### config.mk
export PLATFORM = sky130hd
export DESIGN_NAME = mem_fence_unit
export DESIGN_NICKNAME = d
export VERILOG_FILES = /design/src/rtl/fence_pkg.sv /design/src/rtl/fence_rst_sync.sv /design/src/rtl/fence_ctr.sv /design/src/rtl/fence_gate.sv /design/src/rtl/mem_fence_unit.sv
export SDC_FILE = /design/constraint.sdc
export NUM_CORES = 1
export LEC_CHECK = 0
export CAP_MARGIN = 5
export CORE_MARGIN = 1
export CORE_UTILIZATION = 64
export CTS_CLUSTER_SIZE = 30
export DETAILED_ROUTE_END_ITERATION = 8
export DONT_BUFFER_PORTS = 1
export GPL_TIMING_DRIVEN = 0
export PLACE_DENSITY = 0.77
export RECOVER_POWER = 50
export SLEW_MARGIN = 40
export SYNTH_ARGS = -nofsm -noshare
export SYNTH_HDL_FRONTEND = slang
export SYNTH_HIERARCHICAL = 1
export SYNTH_SLANG_ARGS = --single-unit
### constraint.sdc
create_clock -name clk -period 3.1 [get_ports clk]
set_clock_uncertainty 0.1 [all_clocks]
set_input_delay 0.31 -clock clk [delete_from_list [all_inputs] [get_ports clk]]
set_output_delay 0.31 -clock clk [all_outputs]
set_load 0.02 [all_outputs]
### src/rtl/fence_pkg.sv
package fence_pkg;
  typedef enum logic [1:0] {
    KIND_LOAD   = 2'd0,
    KIND_STORE  = 2'd1,
    KIND_FENCE  = 2'd2,
    KIND_FENCE2 = 2'd3
  } req_kind_e;

  typedef enum logic [1:0] {
    SCOPE_ALL    = 2'd0,
    SCOPE_LOADS  = 2'd1,
    SCOPE_STORES = 2'd2,
    SCOPE_ALL2   = 2'd3
  } fence_scope_e;

  localparam int unsigned NCLS = 2;  // index 0 loads, 1 stores
endpackage

### src/rtl/fence_rst_sync.sv
module fence_rst_sync (
  input  logic clk,
  input  logic rst_n_in,
  output logic rst_n_out
);
  logic [1:0] sync_q;

  always_ff @(posedge clk or negedge rst_n_in) begin
    if (!rst_n_in) sync_q <= 2'b00;
    else           sync_q <= {sync_q[0], 1'b1};
  end

  assign rst_n_out = sync_q[1];
endmodule

### src/rtl/fence_ctr.sv
module fence_ctr #(
  parameter int unsigned CNT_MAX = 16,
  localparam int unsigned CW = $clog2(CNT_MAX + 1)
) (
  input  logic          clk,
  input  logic          rst_n,
  input  logic          inc,
  input  logic          dec,
  output logic [CW-1:0] cnt,
  output logic          full,
  output logic          empty
);
  logic [CW-1:0] cnt_q, cnt_d;
  logic          cnt_en;

  always_comb begin
    cnt_en = inc ^ dec;
    cnt_d  = cnt_q;
    if (inc && !dec)      cnt_d = cnt_q + CW'(1);
    else if (dec && !inc) cnt_d = cnt_q - CW'(1);
  end

  always_ff @(posedge clk or negedge rst_n) begin
    if (!rst_n)      cnt_q <= '0;
    else if (cnt_en) cnt_q <= cnt_d;
  end

  assign cnt   = cnt_q;
  assign full  = (cnt_q == CW'(CNT_MAX));
  assign empty = (cnt_q == '0);
endmodule

### src/rtl/fence_gate.sv
module fence_gate
  import fence_pkg::*;
(
  input  logic            req_valid,
  input  logic [1:0]      req_kind,
  input  logic [1:0]      req_fence_sel,
  input  logic            iss_ready,
  input  logic [NCLS-1:0] cls_full,
  input  logic [NCLS-1:0] cls_empty,
  output logic            iss_valid,
  output logic            req_ready,
  output logic [NCLS-1:0] iss_fire
);
  logic is_fence, cls, mem_ok, fence_ok;

  always_comb begin
    is_fence = req_kind[1];
    cls      = req_kind[0];
    mem_ok   = !cls_full[cls];
    unique case (fence_scope_e'(req_fence_sel))
      SCOPE_LOADS:  fence_ok = cls_empty[0];
      SCOPE_STORES: fence_ok = cls_empty[1];
      default:      fence_ok = &cls_empty;
    endcase
    iss_valid = req_valid && !is_fence && mem_ok;
    req_ready = is_fence ? fence_ok : (mem_ok && iss_ready);
    for (int c = 0; c < NCLS; c++) begin
      iss_fire[c] = iss_valid && iss_ready && (cls == c[0]);
    end
  end
endmodule

### src/rtl/mem_fence_unit.sv
module mem_fence_unit
  import fence_pkg::*;
#(
  parameter int unsigned CNT_MAX = 16,
  parameter int unsigned PAY_W   = 32
) (
  input  logic             clk,
  input  logic             rst_n,
  input  logic             req_valid,
  output logic             req_ready,
  input  logic [1:0]       req_kind,
  input  logic [1:0]       req_fence_sel,
  input  logic [PAY_W-1:0] req_payload,
  output logic             iss_valid,
  input  logic             iss_ready,
  output logic             iss_is_store,
  output logic [PAY_W-1:0] iss_payload,
  input  logic             cpl_load,
  input  logic             cpl_store
);
  localparam int unsigned CW = $clog2(CNT_MAX + 1);

  logic            rst_n_s;
  logic [NCLS-1:0] fire, done, full, empty;
  logic [CW-1:0]   cnt_q [NCLS];

  fence_rst_sync u_rst (.clk(clk), .rst_n_in(rst_n), .rst_n_out(rst_n_s));

  assign done = {cpl_store, cpl_load};

  for (genvar c = 0; c < NCLS; c++) begin : g_cls
    fence_ctr #(.CNT_MAX(CNT_MAX)) u_ctr (
      .clk(clk), .rst_n(rst_n_s), .inc(fire[c]), .dec(done[c]),
      .cnt(cnt_q[c]), .full(full[c]), .empty(empty[c])
    );
  end

  fence_gate u_gate (
    .req_valid(req_valid), .req_kind(req_kind), .req_fence_sel(req_fence_sel),
    .iss_ready(iss_ready), .cls_full(full), .cls_empty(empty),
    .iss_valid(iss_valid), .req_ready(req_ready), .iss_fire(fire)
  );

  assign iss_is_store = req_kind[0];
  assign iss_payload  = req_payload;
endmodule

* Word level (Yosys, flattened, before mapping) *
Index checks and enable logic that the tools add are counted.

cells by class
  $add $sub $neg = 4
  magnitude comparators = 1
  bitwise gates (word level) = 3
  eq/ne operators = 4
  mux-type cells = 8
  reductions and logical operators = 23

operator list
  kind                 number
  $mux 5               4
  $add 5x1->5 const B  2
  $eq 5x5->1 const B   2
  $logic_and 1x1->1    10
  $logic_not 5->1      2
  $sub 5x1->5 const B  2
  $logic_not 1->1      6
  $reduce_and 2->1     3
  $reduce_bool 2->1    2
  $mux 1               3
  $eq 2x1->1 const B   1
  $eq 2x2->1 const B   1
  $lt 1x2->1 const B   1
  $pmux 1 s2           1
  $xor 1x1->1          2
  $not 1->1            1

storage, ports and cells
  output and inout port bits = 35
  input bits = 42
  logic and storage cells = 46
  bits in registers = 12

* Longest topological paths before layout *
Gate-level depths: netlist of the first run.

  depth in word-level cells = 11
  mapped depth = 11
  mapped depth without buffers = 11

* Cells and area by module *
Netlist of the first run, hierarchy kept.

by module, submodules not included
  module                      times used  seq. area each (sq um)  cells each  area each (sq um)
  fence_ctr (g_cls[1].u_ctr)  1           125.1                   43          410.4
  fence_ctr (g_cls[0].u_ctr)  1           125.1                   43          402.9
  mem_fence_unit              1           0.0                     33          247.7
  fence_gate                  1           0.0                     13          101.3
  fence_rst_sync              1           50.0                    3           53.8

* Worst setup path after synthesis of the first run *
OpenSTA, ideal clock, no wires.

  path kind = register to register
  from = register g_cls[1].u_ctr.cnt_q[0]
  to = register g_cls[1].u_ctr.cnt_q[4]
  path buffers = 0
  arrival time = 2.889 ns
  cell stages (with the launch flop) = 12
  setup time = 0.129 ns
  path slack = -0.017 ns
  period minus slack after synthesis = 3.117 ns
  data required time = 2.871 ns
  cell sequence = dfrtp_1 or4_1 nor2_1 mux2i_1 and3_4 and3_1 ha_1 inv_1 ha_1 or4_4 o211ai_2 o211ai_2

between the ends
  word-level cells in the longest chain between the ends = 11
  elaborated cells between the ends (all ways) = 17
  classes of those cells = 2 x add/sub; 1 x eq/ne; 4 x mux; 1 x bitwise; 9 x reduce/logical

ends and longest elaborated chain
  what                                           RTL line              source
  start: declaration                             fence_ctr.sv:13       logic [CW-1:0] cnt_q, cnt_d;
  start signal: assignment                       fence_ctr.sv:25       else if (cnt_en) cnt_q <= cnt_d;
  $eq 5x5->1 (*)                                 fence_ctr.sv:29       assign full = (cnt_q == CW'(CNT_MAX));
  net full[1]                                    mem_fence_unit.sv:24  logic [NCLS-1:0] fire, done, full, empty;
  $mux 1 (not written as such) (*) (2 in a row)  fence_gate.sv:19      mem_ok = !cls_full[cls];
  $logic_not 1->1 (*)                            fence_gate.sv:19
  $logic_and 1x1->1 (*)                          fence_gate.sv:25      iss_valid = req_valid && !is_fence && mem_ok;
  net iss_valid                                  mem_fence_unit.sv:14  output logic iss_valid,
  $logic_and 1x1->1 (*) (2 in a row)             fence_gate.sv:28      iss_fire[c] = iss_valid && iss_ready && (cls == c[0]);
  net fire[1]                                    mem_fence_unit.sv:24
  $logic_not 1->1                                fence_ctr.sv:20       else if (dec && !inc) cnt_d = cnt_q - CW'(1);
  $logic_and 1x1->1                              fence_ctr.sv:20
  $reduce_bool 2->1 (no source line)             -
  $reduce_and 2->1 (no source line)              -

The timed path passes the listed nets; every way through them passes the cells marked *. The select of a mux whose other input is x is not followed.
A chain may end at the register's enable or synchronous reset.

* Final worst setup path of the first run *
  from = register g_cls[0].u_ctr.cnt_q[1]
  to = register g_cls[1].u_ctr.cnt_q[4]

between the ends
  word-level cells in the longest chain between the ends = 11
  elaborated cells between the ends (all ways) = 14
  classes of those cells = 1 x eq/ne; 3 x mux; 1 x bitwise; 9 x reduce/logical

ends and longest elaborated chain
  what                                           RTL line
  start: declaration                             fence_ctr.sv:13
  start signal: assignment                       fence_ctr.sv:25
  $eq 5x5->1 (*)                                 fence_ctr.sv:29
  net full[0]                                    mem_fence_unit.sv:24
  $mux 1 (not written as such) (*) (2 in a row)  fence_gate.sv:19
  $logic_not 1->1 (*)                            fence_gate.sv:19
  $logic_and 1x1->1 (*)                          fence_gate.sv:25
  net iss_valid                                  mem_fence_unit.sv:14
  $logic_and 1x1->1 (*) (2 in a row)             fence_gate.sv:28
  net fire[1]                                    mem_fence_unit.sv:24
  $logic_not 1->1                                fence_ctr.sv:20
  $logic_and 1x1->1                              fence_ctr.sv:20
  $reduce_bool 2->1 (no source line)             -
  $reduce_and 2->1 (no source line)              -

Marked as above.

==> metrics.md, run 1 <==
| Metric | Value |
|---|---|
| Outcome | finished, final reports clean |
| Total power | 1.03 mW |
| CTS root buf | clkbuf_4 |
| NumNets Final | 201 |
| Gr ovfl total | 0 |
| Placed Cells | 160 |
| Kind of critical path | reg -> reg |
| Average routed wire per standard cell | 14.4 um |
| Post-synthesis sequential area ratio | 24.7% |
| Largest net degree at the start of global routing | 11 |
| Critical path cell sequence | or4_1 > nor2_1 > mux2i_1 > and3_4 > and3_1 > ha_4 > inv_4 > ha_4 > or4_4 > o211ai_2 > o211ai_2 |
| Register area | 302 um^2 |
| # H-tree levels | 1 |
| Post-synth EDFFs | 0 |
| Most frequent cells in the layout | 23 x buf_4, 16 x clkbuf_1, 11 x dfrtp_1 |
| Hold Path Class | reg -> async |
| Die width | 45.6 um |
| Pwr per Cell Area | 766 nW/um^2 |
| GRT Util Overall | 22.5% |
| Vias | 981 |
| Leakage power | 0.583 nW |
| Slew Viols, Final | 0 |
| Period utilisation layout | 97.4% |
| Final wirelength | 2.47 mm |
| Max_cap viols | 0 |
| F_max | 331 MHz |
| Number of buffers created by CTS | 3 |
| I/O pins | 77 |
| Yosys cell types | 34 |
| Starting density of the core | 69.7% |
| CP arrival | 3.06 ns |
| Layout cells sized above 1 | 32.2% |
| Worst path slowest cell | or4_1 |
| Syn_area_per_cell | 9.01 um^2 |
| Synthesized instance count | 135 |
| Total Neg Setup Slack | 0 ns |
| P&R area growth vs syn | 10.3% |
| #FFs+latches synth | 12 |
| Ys Warns | 6 |
| Reg2Reg Setup Slack | 0.08 ns |
| Clock sinks | 12 |
| Worst VDD drop | 0.000493 V |
| Worst EP required | 3.14 ns |
| Clock Latency Late Sink | 0.26 ns |
| Antenna Nets Post-Route | 0 |
| Vias in the first global route | 866 |
| Ys flop type | dfrtp_1 |
| CTS tree | yes |
| First-pass GRT wire length | 3.46 mm |
| Clock transition at path regs | 0.08 ns |
| DP Area | 1250 um^2 |
| Ant. Diodes | 0 |
| Critical Path End Type | flip-flop |
| Vias per cell | 5.74 |
| Die Span Y | 45.6 um |
| Core area | 1750 um^2 |
| GPL Wtd Cong | 0.856 |
| FILL cells | 142 |
| Initial antenna violation count | 0 |
| DRC | 0 |
| Full die area | 2080 um^2 |
| DR pass1 iterations | 4 |
| Crit path largest cell delay | 0.55 ns |
| Rows | 15 |
| Tmin final | 3.02 ns |
| Commonest non-fill, non-tap cell in the layout | buf_4 |
| Async S/R FF share, synth | 100% |
| Critical Path Start Type | flip-flop |
| Syn_nets | 189 |
| Multi-input gate area | 673 um^2 |
| Non-Filler Instances | 171 |
| Final setup fails | 0 |
| Netlist Area Pre-Place | 1220 um^2 |
| Fin area | 1340 um^2 |
| Final Hold Vio Count | 0 |
| Detailed placement HPWL | 1.91 mm |
| Layout Utilization | 76.8% |
| CTS Buffer Depth | 2 |
| # port buffers | 0 |
| Worst-path fanout max | 7 |
| Starting DRT DRC Count | 19 |
[layer usage]
metal	GRT usage, %	vias up	share of wire (%)
met5	0	-	0
met4	3.03	0	0.45
met3	1.59	2	7.7
met2	42.9	65	54
met1	27.9	450	38
li1	-	464	-
[metrics by stage]
step           hold slack [ns]  setup WS, ns
2_1_floorplan          -0.0856        0.0217
4_1_cts                 0.0743        0.0308
6_report                0.0627        0.0812
3_3_place_gp           -0.0855        -0.180
3_5_place_dp           -0.0855        -0.243
5_1_grt                  0.102       -0.0217
[report_power, final]
part           internal, mW  switching (mW)  leakage [nW]  total, mW
clock                0.0712          0.0511        0.0210      0.122
combinational         0.300           0.308         0.419      0.608
sequential            0.227          0.0703         0.143      0.297
total                 0.598           0.429         0.583       1.03
[worst max-delay path, delay by kind of cell (launching register included)]
| kind | cells | cell delay, ns |
|---|---|---|
| AOI/OAI and AO/OA | 2 | 0.19 |
| adders and majority gates | 2 | 0.40 |
| buffers and inverters | 1 | 0.08 |
| DFF | 1 | 0.42 |
| muxes | 1 | 0.09 |
| and+or+nand+nor | 5 | 1.62 |
[cells by family after synthesis]
family / after synthesis / synth area share [%]
AO/OA/AOI/OAI: 21 / 12.6
XOR/XNOR: 4 / 2.88
adder cells (fa/ha/maj): 12 / 13.6
buffers and inverters: 46 / 24.6
flip-flops: 12 / 24.7
multiplexers: 5 / 4.32
other: 1 / 0.308
AND/OR/NAND/NOR: 34 / 17.1
[synth_stat cells (2+ instances only)]
cell type / instances / area share (%)
or4_1: 5 / 3.1
xnor2_1: 4 / 2.9
nand3b_1: 2 / 1.2
a2111o_1: 2 / 1.9
nor3_1: 2 / 0.82
nand3_1: 6 / 2.5
a21oi_1: 8 / 3.3
nand2_1: 5 / 1.5
buf_2: 2 / 0.82
buf_4: 33 / 20
inv_1: 10 / 3.1
o21ai_0: 3 / 1.2
ha_1: 10 / 10
nor3b_1: 4 / 2.5
o211ai_2: 3 / 3.1
nor2_1: 4 / 1.2
fa_1: 2 / 3.3
dfrtp_1: 12 / 25
mux2i_1: 3 / 2.5
[state kept, by name, summed over array words and instances (netlist names)]
| name | cells |
|---|---|
| u_rst/sync_q | 2 |
| g_cls.u_ctr/cnt | 10 |
[timing repair]
item                                    in CTS  in global routing
hold endpoints to repair                     2                  0
endpoints found under the setup margin       4                  2
pin swaps                                    0                  0
setup buffers                                4                  2
resized for setup                            7                  5
hold buffers                                 1                  0
[final cells by class]
cell class / instances / share of cell area (%)
well taps: 25 / 2.33
flip-flops and latches: 12 / 22.5
clock buffers: 4 / 2.71
plain buffers: 35 / 14.7
inverters: 11 / 3.45
repair buffers: 7 / 4.10
multi-input cells: 77 / 50.2
[final timing paths]
check | start | end | depth (start not counted)
worst max-delay path | g_cls[0].u_ctr/cnt[1] | g_cls[1].u_ctr/cnt[4] | 11
max in group asynchronous | u_rst/sync_q[1] | g_cls[1].u_ctr/cnt[1] | 0
worst min register to register | u_rst/sync_q[1] | g_cls[0].u_ctr/cnt[2] | 0
worst max register to register | g_cls[0].u_ctr/cnt[1] | g_cls[1].u_ctr/cnt[4] | 11
min in group clk | u_rst/sync_q[0] | u_rst/sync_q[1] | 0
worst min-delay path | u_rst/sync_q[1] | g_cls[0].u_ctr/cnt[2] | 0
(Power assumes the default switching activity.)
==> run 2: changes to the inputs <==
Settings changed: CORE_UTILIZATION 64 to 60, PLACE_DENSITY 0.77 to 0.73.
==> run 2 against run 1 <==
  * Via count fell by 0.41%
  * Power fell by 1.2%
  * Worst hold slack got worse by 0.019 ns
  * Sequential power fell by 2%
  * Utilization fell by 3.3 points
  * Design area fell by 0.19%
  * Routed wire length fell by 6.2%
  * Setup slack improved by 0.045 ns
  * Sequential cell count did not move
  * Critical path type unchanged
  * Critical endpoint is now g_cls[0].u_ctr/cnt[4]
==> metrics.md, run 2 (synthesized netlist as in run 1, its figures left out) <==
| Metric | Value |
|---|---|
| Outcome | finished, final reports clean (unchanged) |
| Tmin final | 2.97 ns (was 3.02 ns) |
| Combinational share of power | 59.3% (was 59.2%) |
| Leakage power | 0.582 nW (was 0.583 nW) |
| CTS tree | yes (unchanged) |
| Hold Path Class | reg -> async (unchanged) |
| Pwr per Cell Area | 758 nW/um^2 (was 766 nW/um^2) |
| Hold slack | 0.0437 ns (was 0.0627 ns) |
| Final Hold Vio Count | 0 (unchanged) |
| Clock Latency Late Sink | 0.28 ns (was 0.26 ns) |
| Number of buffers created by CTS | 3 (unchanged) |
| Int Power | 596 uW (was 598 uW) |
| CTS Buffer Depth | 2 (unchanged) |
| Most used cell, CP | ha_4 |
| Layout cells sized above 1 | 31.7% (was 32.2%) |
| Slew Viols, Final | 0 (unchanged) |
| CP delay by family, top | simple AND/OR/NAND/NOR gates (unchanged) |
| Antenna Nets Post-Route | 0 (unchanged) |
| Clock sinks | 12 (unchanged) |
| CTS root buf | clkbuf_4 (unchanged) |
| Final wirelength | 2.31 mm (was 2.47 mm) |
| Clock transition at path regs | 0.08 ns (about the same) |
| Max Used Layer | met4 (unchanged) |
| Commonest non-fill, non-tap cell in the layout | buf_4 (unchanged) |
| Critical Path End Type | flip-flop (unchanged) |
| Average routed wire per standard cell | 13.6 um (was 14.4 um) |
| Starting density of the core | 66.8% (was 69.7%) |
| Die width | 47.0 um (was 45.6 um) |
| Worst-path fanout max | 7 (unchanged) |
| Rows | 15 (unchanged) |
| CP arrival | 3.03 ns (was 3.06 ns) |
| Period utilisation layout | 95.9% (was 97.4%) |
| Vias in the first global route | 821 (was 866) |
| Met2 routed WL | 1.17 mm (was 1.32 mm) |
| Total Neg Setup Slack | 0 ns (unchanged) |
| Vias per cell | 5.75 (was 5.74) |
| Vias | 977 (was 981) |
| Detailed placement HPWL | 1.76 mm (was 1.91 mm) |
| Max_cap viols | 0 (unchanged) |
| First-pass GRT wire length | 3.46 mm (about the same) |
| M1 wire length | 920 um (was 941 um) |
| # H-tree levels | 1 (unchanged) |
| Seq pwr share | 28.7% (was 28.9%) |
| Gr ovfl total | 0 (unchanged) |
| F_max | 336 MHz (was 331 MHz) |
| Critical Path Start Type | flip-flop (unchanged) |
| Most frequent cells in the layout | 23 x buf_4, 15 x clkbuf_1, 12 x dfrtp_1 (was 23 x buf_4, 16 x clkbuf_1, 11 x dfrtp_1) |
| Critical path cell sequence | or4_4 > nor2_1 > mux2i_1 > and3_4 > and3b_1 > ha_4 > inv_4 > ha_4 > or4_1 > o211ai_2 > o211ai_1 (was or4_1 > nor2_1 > mux2i_1 > and3_4 > and3_1 > ha_4 > inv_4 > ha_4 > or4_4 > o211ai_2 > o211ai_2) |
| I/O pins | 77 (unchanged) |
| Final setup fails | 0 (unchanged) |
| Starting DRT DRC Count | 7 (was 19) |
| NumNets Final | 200 (was 201) |
| Core area | 1820 um^2 (was 1750 um^2) |
| P&R area growth vs syn | 10.1% (was 10.3%) |
| Worst R2R Start | g_cls[1].u_ctr/cnt[0] (was g_cls[0].u_ctr/cnt[1]) |
| Total power | 1.02 mW (was 1.03 mW) |
| Crit path largest cell delay | 0.54 ns (was 0.55 ns) |
| Largest net degree at the start of global routing | 11 (unchanged) |
| GRT Util Overall | 22.5% (about the same) |
| Kind of critical path | reg -> reg (unchanged) |
| GPL Wtd Cong | 0.825 (was 0.856) |
| Net Sw Frac | 41.3% (was 41.8%) |
| Worst EP required | 3.16 ns (was 3.14 ns) |
| Unrepaired setup endpoints after global routing | no |
| Switching pwr | 419 uW (was 429 uW) |
| Die Span Y | 47.0 um (was 45.6 um) |
| Number of flip-flops in the largest register | 10 (unchanged) |
| DR pass1 iterations | 4 (unchanged) |
| CP bufs+invs | 1 (unchanged) |
| CP startpoint | g_cls[1].u_ctr/cnt[0] (was g_cls[0].u_ctr/cnt[1]) |
| Clk pwr share | 12.0% (was 11.9%) |
| Ant. Diodes | 0 (unchanged) |
| Worst VDD drop | 0.000480 V (was 0.000493 V) |
| DRC | 0 (unchanged) |
| Initial antenna violation count | 0 (unchanged) |
| Full die area | 2210 um^2 (was 2080 um^2) |
| Met3 WL | 212 um (was 191 um) |
| Worst path slowest cell | or4_4 (was or4_1) |
| # port buffers | 0 (unchanged) |
## run 2: routing by layer
metal  track usage, %  up-vias
li1                 -      461
met2             37.8       65
met1             28.4      449
met5                0        -
met3             5.00        2
met4             8.57        0
## run 2: timing repair
| action | CTS | global route |
|---|---|---|
| cloned | 0 | 0 |
| hold buffers | 1 | 0 |
| endpoints found under the setup margin | 4 | 4 |
| resized for setup | 5 | 6 |
| hold endpoints to repair | 2 | 0 |
| buffers inserted | 5 | 0 |
## run 2: worst reg2reg max path, stage by stage, from the launching register on
cell and delay, ns:
dfrtp_1 0.40, or4_4 0.54, nor2_1 0.10, mux2i_1 0.09, and3_4 0.22, and3b_1 0.20, ha_4 0.19, inv_4 0.09
ha_4 0.22, or4_1 0.53, o211ai_2 0.09, o211ai_1 0.09
## run 2: stage by stage
step | setup WS (ns) | cell area [um^2] | instances | utilization (%)
floorplan | 0.0217 | 1220 | 135 | -
global placement | -0.177 | 1250 | 160 | 68.5
detailed placement | -0.223 | 1250 | 160 | 68.5
CTS | 0.0205 | 1360 | 170 | 74.8
global route | 0.00601 | 1340 | 170 | 73.5
finish | 0.126 | 1340 | 170 | 73.5
## run 2: worst paths after layout
path | endpoint | slack [ns] | cells after the start
worst max-delay path | g_cls[0].u_ctr/cnt[4] | 0.13 | 11
worst min-delay path | g_cls[1].u_ctr/cnt[2] | 0.04 | 0
worst max register to register | g_cls[0].u_ctr/cnt[4] | 0.13 | 11
worst min register to register | g_cls[1].u_ctr/cnt[2] | 0.04 | 0
max in group asynchronous | g_cls[0].u_ctr/cnt[2] | 2.57 | 0
min in group clk | u_rst/sync_q[1] | 0.27 | 0
## run 2: layout make-up
class | instances | area, um^2
Buffer | 35 | 201
Clock buffer | 4 | 36.3
Fill cell | 135 | 482
Inverter | 11 | 46.3
Multi-Input combinational cell | 77 | 676
Sequential cell | 12 | 300
Tap cell | 25 | 31.3
Timing Repair Buffer | 6 | 47.5
## run 2: power groups by stage
stage	registers, mW	clock network, mW	logic (mW)
finish	0.292	0.122	0.602
global route	0.302	0.132	0.683
CTS	0.285	0.125	0.593
detailed placement	0.308	0	0.498
global placement	0.304	0	0.485
floorplan	0.289	0	0.429
==> run 3: changes to the inputs <==
==> constraint.sdc (replaced) <==
create_clock -name clk -period 3.1 [get_ports clk]
set_clock_uncertainty 0.1 [all_clocks]
set_input_delay 0.31 -clock clk [delete_from_list [all_inputs] [get_ports clk]]
set_output_delay 0.31 -clock clk [all_outputs]
set_load 0.1 [all_outputs]
==> run 3 against run 2 <==
  * Utilization grew 3.0 points
  * Sequential power is essentially flat
  * Design area grew 4.1%
  * Critical path type unchanged
  * Largest cell class unchanged
  * Highest routed layer unchanged
==> metrics.md, run 3 (synthesized netlist as in run 1, its figures left out) <==
| Metric | Value |
|---|---|
| Outcome | finished, final reports clean (unchanged) |
| DRC | 0 (unchanged) |
| Pwr per Cell Area | 891 nW/um^2 (was 758 nW/um^2) |
| # port buffers | 0 (unchanged) |
| Placed Cells | 160 (unchanged) |
| DR pass1 iterations | 4 (unchanged) |
| CTS tree | yes (unchanged) |
| CP bufs+invs | 1 (unchanged) |
| Number of flip-flops in the largest register | 10 (unchanged) |
| Ant. Diodes | 0 (unchanged) |
| GRT Util Overall | 23.5% (was 22.5%) |
| Starting density of the core | 66.8% (unchanged) |
| Core area | 1820 um^2 (unchanged) |
| NumNets Final | 205 (was 200) |
| Worst VDD drop | 0.000552 V (was 0.000480 V) |
| Max_cap viols | 0 (unchanged) |
| Starting DRT DRC Count | 17 (was 7) |
| F_max | 334 MHz (was 336 MHz) |
| Worst-path fanout max | 7 (unchanged) |
| Antenna Nets Post-Route | 0 (unchanged) |
| Vias in the first global route | 928 (was 821) |
| CTS root buf | clkbuf_4 (unchanged) |
| Final wirelength | 2.54 mm (was 2.31 mm) |
| Die Span Y | 47.0 um (unchanged) |
| Period utilisation layout | 96.7% (was 95.9%) |
| Layout cells sized above 1 | 37.3% (was 31.7%) |
| CP delay by family, top | simple AND/OR/NAND/NOR gates (unchanged) |
| Pre-CTS setup slack | -0.178 ns (was -0.223 ns) |
| Total power | 1.24 mW (was 1.02 mW) |
| Average routed wire per standard cell | 14.5 um (was 13.6 um) |
| P&R area growth vs syn | 14.6% (was 10.1%) |
| Worst-margin pin slew | 1.16 ns |
| Kind of critical path | reg -> reg (unchanged) |
| Critical path cell sequence | or4_4 > nor2_1 > mux2i_1 > and3_4 > and3_4 > ha_4 > inv_4 > ha_4 > or4_4 > o211ai_2 > o211ai_2 (was or4_4 > nor2_1 > mux2i_1 > and3_4 > and3b_1 > ha_4 > inv_4 > ha_4 > or4_1 > o211ai_2 > o211ai_1) |
| Crit path largest cell delay | 0.54 ns (about the same) |
| First-pass GRT wire length | 3.65 mm (was 3.46 mm) |
| CP arrival | 3.05 ns (was 3.03 ns) |
| Initial antenna violation count | 0 (unchanged) |
| Worst path slowest cell | or4_4 (unchanged) |
| GPL Wtd Cong | 0.858 (was 0.825) |
| Final Hold Vio Count | 0 (unchanged) |
| Vias | 1014 (was 977) |
| Final setup fails | 0 (unchanged) |
| Non-Filler Instances | 175 (was 170) |
| Gr ovfl total | 0 (unchanged) |
| # H-tree levels | 1 (unchanged) |
| Number of buffers created by CTS | 3 (unchanged) |
| Largest net degree at the start of global routing | 11 (unchanged) |
| FILL cells | 131 (was 135) |
| DP Area | 1250 um^2 (about the same) |
| Critical Path End Type | flip-flop (unchanged) |
| Rows | 15 (unchanged) |
| Clock sinks | 12 (unchanged) |
| Full die area | 2210 um^2 (unchanged) |
| Critical Path Start Type | flip-flop (unchanged) |
| Fin area | 1390 um^2 (was 1340 um^2) |
| Slew Viols, Final | 0 (unchanged) |
| Die width | 47.0 um (unchanged) |
| Hold Path Class | reg -> async (unchanged) |
| Most frequent cells in the layout | 28 x buf_4, 15 x clkbuf_1, 12 x dfrtp_1 (was 23 x buf_4, 15 x clkbuf_1, 12 x dfrtp_1) |
| I/O pins | 77 (unchanged) |
| Crit path setup slack, layout | 0.103 ns (was 0.126 ns) |
| Slew headroom | 22.7% |
| Vias per cell | 5.79 (was 5.75) |
| Total Neg Setup Slack | 0 ns (unchanged) |
| Clock Latency Late Sink | 0.27 ns (was 0.28 ns) |
| Leakage power | 0.610 nW (was 0.582 nW) |
| Detailed placement HPWL | 1.88 mm (was 1.76 mm) |
| CTS Buffer Depth | 2 (unchanged) |
| Worst EP required | 3.15 ns (was 3.16 ns) |
| Clock transition at path regs | 0.08 ns (about the same) |
| Unrepaired setup endpoints after global routing | no (unchanged) |
| Tmin final | 3.00 ns (was 2.97 ns) |
| Commonest non-fill, non-tap cell in the layout | buf_4 (unchanged) |
==> run 3: cell count changes in the layout (fill, tap and decap cells not counted), sizes merged <==
cell  delta
buf      +5
==> run 3: metrics by stage <==
stage	util, %	hold WS, ns
3_5_place_dp	68.8	-0.0855
2_1_floorplan	-	-0.0856
5_1_grt	76.6	0.100
6_report	76.6	0.0565
3_3_place_gp	68.8	-0.0855
4_1_cts	77.7	0.0712
==> run 3: final timing paths <==
check                                      startpoint                     to  slack, ns  cells after the start
worst min-delay path                  u_rst/sync_q[1]  g_cls[1].u_ctr/cnt[3]       0.06                      0
max in group asynchronous             u_rst/sync_q[1]  g_cls[0].u_ctr/cnt[2]       2.56                      0
min in group clk                      u_rst/sync_q[0]        u_rst/sync_q[1]       0.27                      0
worst max register to register  g_cls[1].u_ctr/cnt[1]  g_cls[1].u_ctr/cnt[4]       0.10                     11
worst max-delay path            g_cls[1].u_ctr/cnt[1]  g_cls[1].u_ctr/cnt[4]       0.10                     11
worst min register to register        u_rst/sync_q[1]  g_cls[1].u_ctr/cnt[3]       0.06                      0
==> run 3: where the power goes <==
group          switching, mW  leakage (nW)  internal (mW)  total [mW]
Clock                 0.0500        0.0210         0.0713       0.121
Sequential            0.0657         0.144          0.226       0.291
Combinational          0.486         0.445          0.344       0.829
==> run 3: what timing repair did <==
| item | CTS | global route |
|---|---|---|
| pin swaps | 4 | 10 |
| gates resized for setup | 12 | 2 |
| buffers inserted | 6 | 4 |
| endpoints found under the hold margin | 2 | 0 |
| hold buffers | 1 | 0 |
| cloned | 0 | 0 |
| setup endpoints to repair | 4 | 3 |
==> run 3: cell type report <==
class	count	area [um^2]	area share, %
plain buffers	35	201	14.5
clock buffers	4	36.3	2.60
inverters	11	48.8	3.50
repair buffers	11	85.1	6.10
well taps	25	31.3	2.24
flip-flops and latches	12	300	21.5
multi-input cells	77	691	49.6
==> run 3: routing by layer <==
metal	track usage, %	wire, um
met1	25.7	1030
met5	0	0
met2	42.5	1230
met4	5.14	7
met3	9.62	280
